$ cat src/rtl/tmr_evflags_pkg.sv
package tmr_evflags_pkg;

   typedef enum logic [1:0] {
      CNT_UP     = 2'd0,
      CNT_DOWN   = 2'd1,
      CNT_CENTER = 2'd2
   } cnt_mode_e;

   // Flag vector: update, channels, com, trigger, three breaks, overcaptures
   function automatic int flag_width(input int nch, input int ncap);
      return nch + ncap + 6;
   endfunction

endpackage

$ cat src/rtl/tmr_flag_cell.sv
module tmr_flag_cell #(
   parameter bit RST_VAL = 1'b0
) (
   input  logic clk,
   input  logic rst_n,
   input  logic set_i,
   input  logic clr_i,
   output logic q_o
);
   // set has priority over clear
   always_ff @(posedge clk or negedge rst_n) begin
      if (!rst_n)     q_o <= RST_VAL;
      else if (set_i) q_o <= 1'b1;
      else if (clr_i) q_o <= 1'b0;
   end
endmodule

$ cat src/rtl/tmr_evflags_setgen.sv
module tmr_evflags_setgen (
   input  logic ovf_evt,
   input  logic unf_evt,
   input  logic rep_zero,
   input  logic upd_dis,
   input  logic upd_src_restrict,
   input  logic sw_reinit,
   input  logic trg_reinit,
   input  logic slave_en,
   input  logic slave_gated,
   input  logic trg_edge,
   input  logic gate_start_stop,
   output logic upd_set_o,
   output logic trg_set_o
);
   logic wrap_upd, reinit_upd;

   always_comb begin
      wrap_upd   = (ovf_evt | unf_evt) & rep_zero;
      reinit_upd = (sw_reinit | trg_reinit) & ~upd_src_restrict;
      upd_set_o  = ~upd_dis & (wrap_upd | reinit_upd);
      trg_set_o  = slave_en & (slave_gated ? gate_start_stop : trg_edge);
   end
endmodule

$ cat src/rtl/tmr_chan_flag.sv
module tmr_chan_flag (
   input  logic clk,
   input  logic rst_n,
   input  logic is_input,
   input  logic cap_evt,
   input  logic cap_rd,
   input  logic cmp_match,
   input  logic cmp_above,
   input  logic ovf_evt,
   input  logic unf_evt,
   input  logic cnt_down,
   input  logic sw_clr,
   output logic flag_o
);
   logic cmp_hit, set_c, clr_c;

   always_comb begin
      if (cmp_above) cmp_hit = cnt_down ? unf_evt : ovf_evt;
      else           cmp_hit = cmp_match;
      set_c = is_input ? cap_evt : cmp_hit;
      clr_c = sw_clr | (is_input & cap_rd);
   end

   tmr_flag_cell u_cell (
      .clk   (clk),
      .rst_n (rst_n),
      .set_i (set_c),
      .clr_i (clr_c),
      .q_o   (flag_o)
   );
endmodule

$ cat src/rtl/tmr_evflags.sv
module tmr_evflags
   import tmr_evflags_pkg::*;
#(
   parameter int NUM_CH  = 6,
   parameter int NUM_CAP = 4,
   localparam int FLAG_W = flag_width(NUM_CH, NUM_CAP)
) (
   input  logic              clk,
   input  logic              rst_n,
   input  logic [1:0]        cnt_mode,
   input  logic              ovf_evt,
   input  logic              unf_evt,
   input  logic              rep_zero,
   input  logic              upd_dis,
   input  logic              upd_src_restrict,
   input  logic              sw_reinit,
   input  logic              trg_reinit,
   input  logic [NUM_CH-1:0] cmp_match,
   input  logic [NUM_CH-1:0] cmp_above,
   input  logic [NUM_CAP-1:0] ch_is_input,
   input  logic [NUM_CAP-1:0] cap_evt,
   input  logic [NUM_CAP-1:0] cap_rd,
   input  logic              slave_en,
   input  logic              slave_gated,
   input  logic              trg_edge,
   input  logic              gate_start_stop,
   input  logic              com_evt,
   input  logic              brk_in,
   input  logic              brk2_in,
   input  logic              sysbrk_in,
   input  logic              wr_en,
   input  logic [FLAG_W-1:0] wr_data,
   input  logic [FLAG_W-1:0] irq_en,
   output logic [FLAG_W-1:0] flags,
   output logic              irq,
   output logic              pwm_restart_ok
);
   localparam int UPD_B  = 0;
   localparam int CH_B   = 1;
   localparam int COM_B  = NUM_CH + 1;
   localparam int TRG_B  = NUM_CH + 2;
   localparam int BRK_B  = NUM_CH + 3;
   localparam int NBRK   = 3;
   localparam int SBRK_B = BRK_B + NBRK - 1;
   localparam int OC_B   = BRK_B + NBRK;

   if (NUM_CH < 1 || NUM_CH > 16) begin : g_bad_nch
      $error("tmr_evflags: NUM_CH must be 1..16");
   end
   if (NUM_CAP < 1 || NUM_CAP > NUM_CH) begin : g_bad_ncap
      $error("tmr_evflags: NUM_CAP must be 1..NUM_CH");
   end
   if (OC_B + NUM_CAP != FLAG_W) begin : g_bad_map
      $error("tmr_evflags: flag map does not fill the vector");
   end

   logic [FLAG_W-1:0] sw_clr;
   logic              cnt_down;
   logic              upd_set, trg_set;
   logic [NBRK-1:0]   brk_vec;

   assign sw_clr   = wr_en ? ~wr_data : '0;
   assign cnt_down = (cnt_mode_e'(cnt_mode) == CNT_DOWN);
   assign brk_vec  = {sysbrk_in, brk2_in, brk_in};

   tmr_evflags_setgen u_setgen (
      .ovf_evt          (ovf_evt),
      .unf_evt          (unf_evt),
      .rep_zero         (rep_zero),
      .upd_dis          (upd_dis),
      .upd_src_restrict (upd_src_restrict),
      .sw_reinit        (sw_reinit),
      .trg_reinit       (trg_reinit),
      .slave_en         (slave_en),
      .slave_gated      (slave_gated),
      .trg_edge         (trg_edge),
      .gate_start_stop  (gate_start_stop),
      .upd_set_o        (upd_set),
      .trg_set_o        (trg_set)
   );

   tmr_flag_cell u_upd (
      .clk (clk), .rst_n (rst_n),
      .set_i (upd_set), .clr_i (sw_clr[UPD_B]), .q_o (flags[UPD_B])
   );

   tmr_flag_cell u_com (
      .clk (clk), .rst_n (rst_n),
      .set_i (com_evt), .clr_i (sw_clr[COM_B]), .q_o (flags[COM_B])
   );

   tmr_flag_cell u_trg (
      .clk (clk), .rst_n (rst_n),
      .set_i (trg_set), .clr_i (sw_clr[TRG_B]), .q_o (flags[TRG_B])
   );

   // level-set breaks: an active input re-sets each cycle, beating any clear
   for (genvar b = 0; b < NBRK; b++) begin : g_brk
      tmr_flag_cell u_brk (
         .clk (clk), .rst_n (rst_n),
         .set_i (brk_vec[b]), .clr_i (sw_clr[BRK_B+b]), .q_o (flags[BRK_B+b])
      );
   end

   for (genvar i = 0; i < NUM_CH; i++) begin : g_ch
      if (i < NUM_CAP) begin : g_cap
         tmr_chan_flag u_ch (
            .clk       (clk),
            .rst_n     (rst_n),
            .is_input  (ch_is_input[i]),
            .cap_evt   (cap_evt[i]),
            .cap_rd    (cap_rd[i]),
            .cmp_match (cmp_match[i]),
            .cmp_above (cmp_above[i]),
            .ovf_evt   (ovf_evt),
            .unf_evt   (unf_evt),
            .cnt_down  (cnt_down),
            .sw_clr    (sw_clr[CH_B+i]),
            .flag_o    (flags[CH_B+i])
         );

         logic oc_set;
         assign oc_set = ch_is_input[i] & cap_evt[i] & flags[CH_B+i];

         tmr_flag_cell u_oc (
            .clk (clk), .rst_n (rst_n),
            .set_i (oc_set), .clr_i (sw_clr[OC_B+i]), .q_o (flags[OC_B+i])
         );
      end else begin : g_out
         tmr_chan_flag u_ch (
            .clk       (clk),
            .rst_n     (rst_n),
            .is_input  (1'b0),
            .cap_evt   (1'b0),
            .cap_rd    (1'b0),
            .cmp_match (cmp_match[i]),
            .cmp_above (cmp_above[i]),
            .ovf_evt   (ovf_evt),
            .unf_evt   (unf_evt),
            .cnt_down  (cnt_down),
            .sw_clr    (sw_clr[CH_B+i]),
            .flag_o    (flags[CH_B+i])
         );
      end
   end

   assign irq            = |(flags & irq_en);
   assign pwm_restart_ok = ~flags[SBRK_B];

endmodule

$ cat config.mk
export PLATFORM = sky130hd
export DESIGN_NAME = tmr_evflags
export DESIGN_NICKNAME = d
export VERILOG_FILES = /design/src/rtl/tmr_evflags_pkg.sv /design/src/rtl/tmr_flag_cell.sv /design/src/rtl/tmr_evflags_setgen.sv /design/src/rtl/tmr_chan_flag.sv /design/src/rtl/tmr_evflags.sv
export SDC_FILE = /design/constraint.sdc
export NUM_CORES = 1
export LEC_CHECK = 0
export ABC_AREA = 1
export BUFFER_PORTS_ARGS = -buffer_cell sky130_fd_sc_hd__buf_2
export CAP_MARGIN = 40
export CORE_MARGIN = 4
export CORE_UTILIZATION = 40
export DETAILED_ROUTE_END_ITERATION = 7
export PLACE_DENSITY_LB_ADDON = 0.2
export SYNTH_ARGS = -nofsm -noshare
export SYNTH_HDL_FRONTEND = slang
export SYNTH_HIERARCHICAL = 1
export SYNTH_SLANG_ARGS = --single-unit
$ cat constraint.sdc
create_clock -name clk -period 1.3 [get_ports clk]
set_clock_uncertainty 0.15 [all_clocks]
set_input_delay 0.065 -clock clk [delete_from_list [all_inputs] [get_ports clk]]
set_output_delay 0.065 -clock clk [all_outputs]
set_load 0.01 [all_outputs]
==> run_results.csv <==
group,metric,value,unit
setup_path,crit_required,1.09,ns
setup_path,path_common_cell,"nand2_1",
finish,fill_cells,242,
routing,drtPass1Iterations,4,
die,dieArea,4130,sq um
yosys,synth_top_area_share,31.7,%
finish,fin_cells,421,
min_path,hp-class,"input pin to flip-flop",
setup_path,worst-setup-path-type,"flip-flop to output pin",
die,fp-row-count,20,
timing,max_freq,718,MHz
timing,tns,-0.0923,ns
routing,drc,0,
global_route,grt_max_degree,17,
yosys,async_flop_share,100,%
yosys,synth_cell_type_count,17,
yosys,synth_edf_count,0,
setup_path,slowest_delay,0.42,ns
yosys,yosysSeqAreaShare,31.7,%
global_route,antenna_found_initial,0,
yosys,synth.largest_area_cell,"dfrtp_1",
placed_design,gp_congestion,0.759,
yosys,ys_warn_count,6,
clocking,post_cts_resized,0,
yosys,synth_flop_cell,"dfrtp_1",
clocking,clk_pin_slew,0.10,ns
die,io_pins,94,
yosys,netlist_area,1260,sq um
die,start_util,41.8,%
global_route,grt_use_total,22.2,%
placed_design,port_buffers,93,
power_and_ir_drop,power_density,665,nW/um^2
timing,hold_viol_final,0,
clocking,cts_sinks,16,
finish,final_util,77.3,%
yosys,synth_common_cells,"inv_1, nand2_1, dfrtp_1",
routing,vias,1755,
finish,finalNetCount,454,
placed_design,place_ws,0.192,ns
yosys,syn-instance-count,219,
timing,period_share,107,%
routing,wire_per_inst,10.6,um
die,die_h,64.2,um
status,violations,"negative setup slack",
yosys,synth-seq-cells,16,
yosys,synthTopCellsByArea,"dfrtp_1, inv_1, nand2_1",
run,cap_violations,0,
routing,avgViaCountPerCell,4.17,
clocking,worstSkewPairLatency,0.29,ns
routing,ant_nets,0,
die,die_w,64.2,um
clocking,numCtsBuffers,3,
yosys,synth.most_common_cell,"inv_1",
power_and_ir_drop,p_leak,1.49,nW
routing,drtIter0Drc,71,
power_and_ir_drop,ir_drop,0.381,mV
finish,area_growth,85.0,%
placed_design,hpwl,2910,um
global_route,grt_overflow_total,0,
setup_path,end_kind,"output pin",
clocking,htreeDepth,1,
global_route,first_global_vias,1693,
clocking,cts_root_buffer,"clkbuf_4",
timing,setup_viol,1,
timing,setup_ws,-0.0923,ns
timing,slew_violations,0,
setup_path,cp-start-kind,"flip-flop",
finish,drive_above_1_share,33.2,%
status,status,"finished, violations left",
timing,min_period,1.39,ns
die,core_area,3030,sq um
global_route,grt_pass1_wl,7250,um
placed_design,placed_cells,367,
clocking,max-clock-path-buffers,2,
setup_path,crit_chain,"nand2_1, nand2_1, inv_1, nand2_1, nor2_1, nand2_1, buf_2",
finish,n_antenna_cell,0,
yosys,avgSynthCellArea,5.78,sq um
routing,wirelength,4460,um
timing,rsz0062_at_grt,"yes",
clocking,cts_tree,"built",
setup_path,cp_max_fo,2,
setup_path,cp.arrival,1.18,ns
setup_path,crit_slowest_cell,"dfrtp_1",
[registers in the layout, summed over array words and instances, names as in the netlist]
register                    cells
g_brk.u_brk/q_o                 3
g_ch.g_cap.u_oc/q_o             4
g_ch.g_out.u_ch/u_cell/q_o      2
g_ch.g_cap.u_ch/u_cell/q_o      4
u_com/q_o                       1
u_trg/q_o                       1
u_upd/q_o                       1
[final cells by class]
type                            count  area (sq um)  area share, %
Multi-Input combinational cell    139           617           26.4
Tap cell                           44          55.1           2.35
Inverter                           72           270           11.6
Clock buffer                        4          36.3           1.55
Timing Repair Buffer              146           961           41.1
Sequential cell                    16           400           17.1
[placed cells by master, fill, tap and decap left out, types with 6 or more instances in the layout]
cell type	Yosys	layout
buf_2	0	93
nand3_1	6	6
a21o_1	6	6
a21oi_1	14	14
dfrtp_1	16	16
conb_1	1	10
inv_1	70	70
nand2_1	69	69
dlygate4sd3_1	0	39
nor2_1	15	15
buf_4	0	14
nor2_2	10	10
[per-layer routing]
metal / GRT usage (%) / wire length (um) / vias up / share of wire [%]
met5: 0 / 0 / - / 0
met2: 43.1 / 2320 / 69 / 52
met4: 7.12 / 54 / 0 / 1.2
li1: - / - / 923 / -
met3: 3.16 / 313 / 6 / 7.0
met1: 24.4 / 1770 / 757 / 40
[final timing paths]
check                                                    from                            end  slack, ns  cells past startpoint
worst max-delay path            g_ch[2].g_cap.u_ch/u_cell/q_o                            irq      -0.09                      7
worst min-delay path                           ch_is_input[2]  g_ch[2].g_cap.u_ch/u_cell/q_o       0.02                      5
worst max register to register  g_ch[2].g_cap.u_ch/u_cell/q_o         g_ch[2].g_cap.u_oc/q_o       0.21                      4
worst min register to register                      u_trg/q_o                      u_trg/q_o       0.36                      2
max in group asynchronous                               rst_n             g_brk[1].u_brk/q_o       0.65                      2
min in group asynchronous                               rst_n                      u_trg/q_o       0.07                      2
[kinds of logic (layout without fill, tap and decap cells)]
logic type      Yosys count  after routing  synth area share [%]
simple gates            106            106                  35.3
buf+inv                  73            222                  22.3
compound gates           23             23                  10.5
flops                    16             16                  31.7
other cells               1             10                 0.296
[report_power, final]
| group | switching, mW | internal, mW |
|---|---|---|
| combinational | 0.294 | 0.346 |
| clock | 0.157 | 0.170 |
| sequential | 0.0365 | 0.552 |
[what timing repair did]
action                                  4_1_cts  5_1_grt
hold buffers                                 39        0
endpoints found under the setup margin        1        1
hold endpoints to repair                     32        0
buffers inserted                             11        0
pin swaps                                     8        0
[worst max-delay path, delay by kind of cell (launching register included)]
kind,cells,cell delay (ns)
buffers and inverters,2,0.17
DFF,1,0.42
and+or+nand+nor,5,0.30
[per-stage QoR]
step                hold WS, ns  instance area [sq um]  power (mW)
CTS                     0.00145                   2340        1.55
finish                   0.0218                   2340        1.56
detailed placement       -0.155                   1830        1.08
global route             0.0140                   2340        1.67
global placement         -0.152                   1830        1.07
floorplan                -0.381                   1300       0.841
No activity file was read; power rests on OpenSTA's default activity.
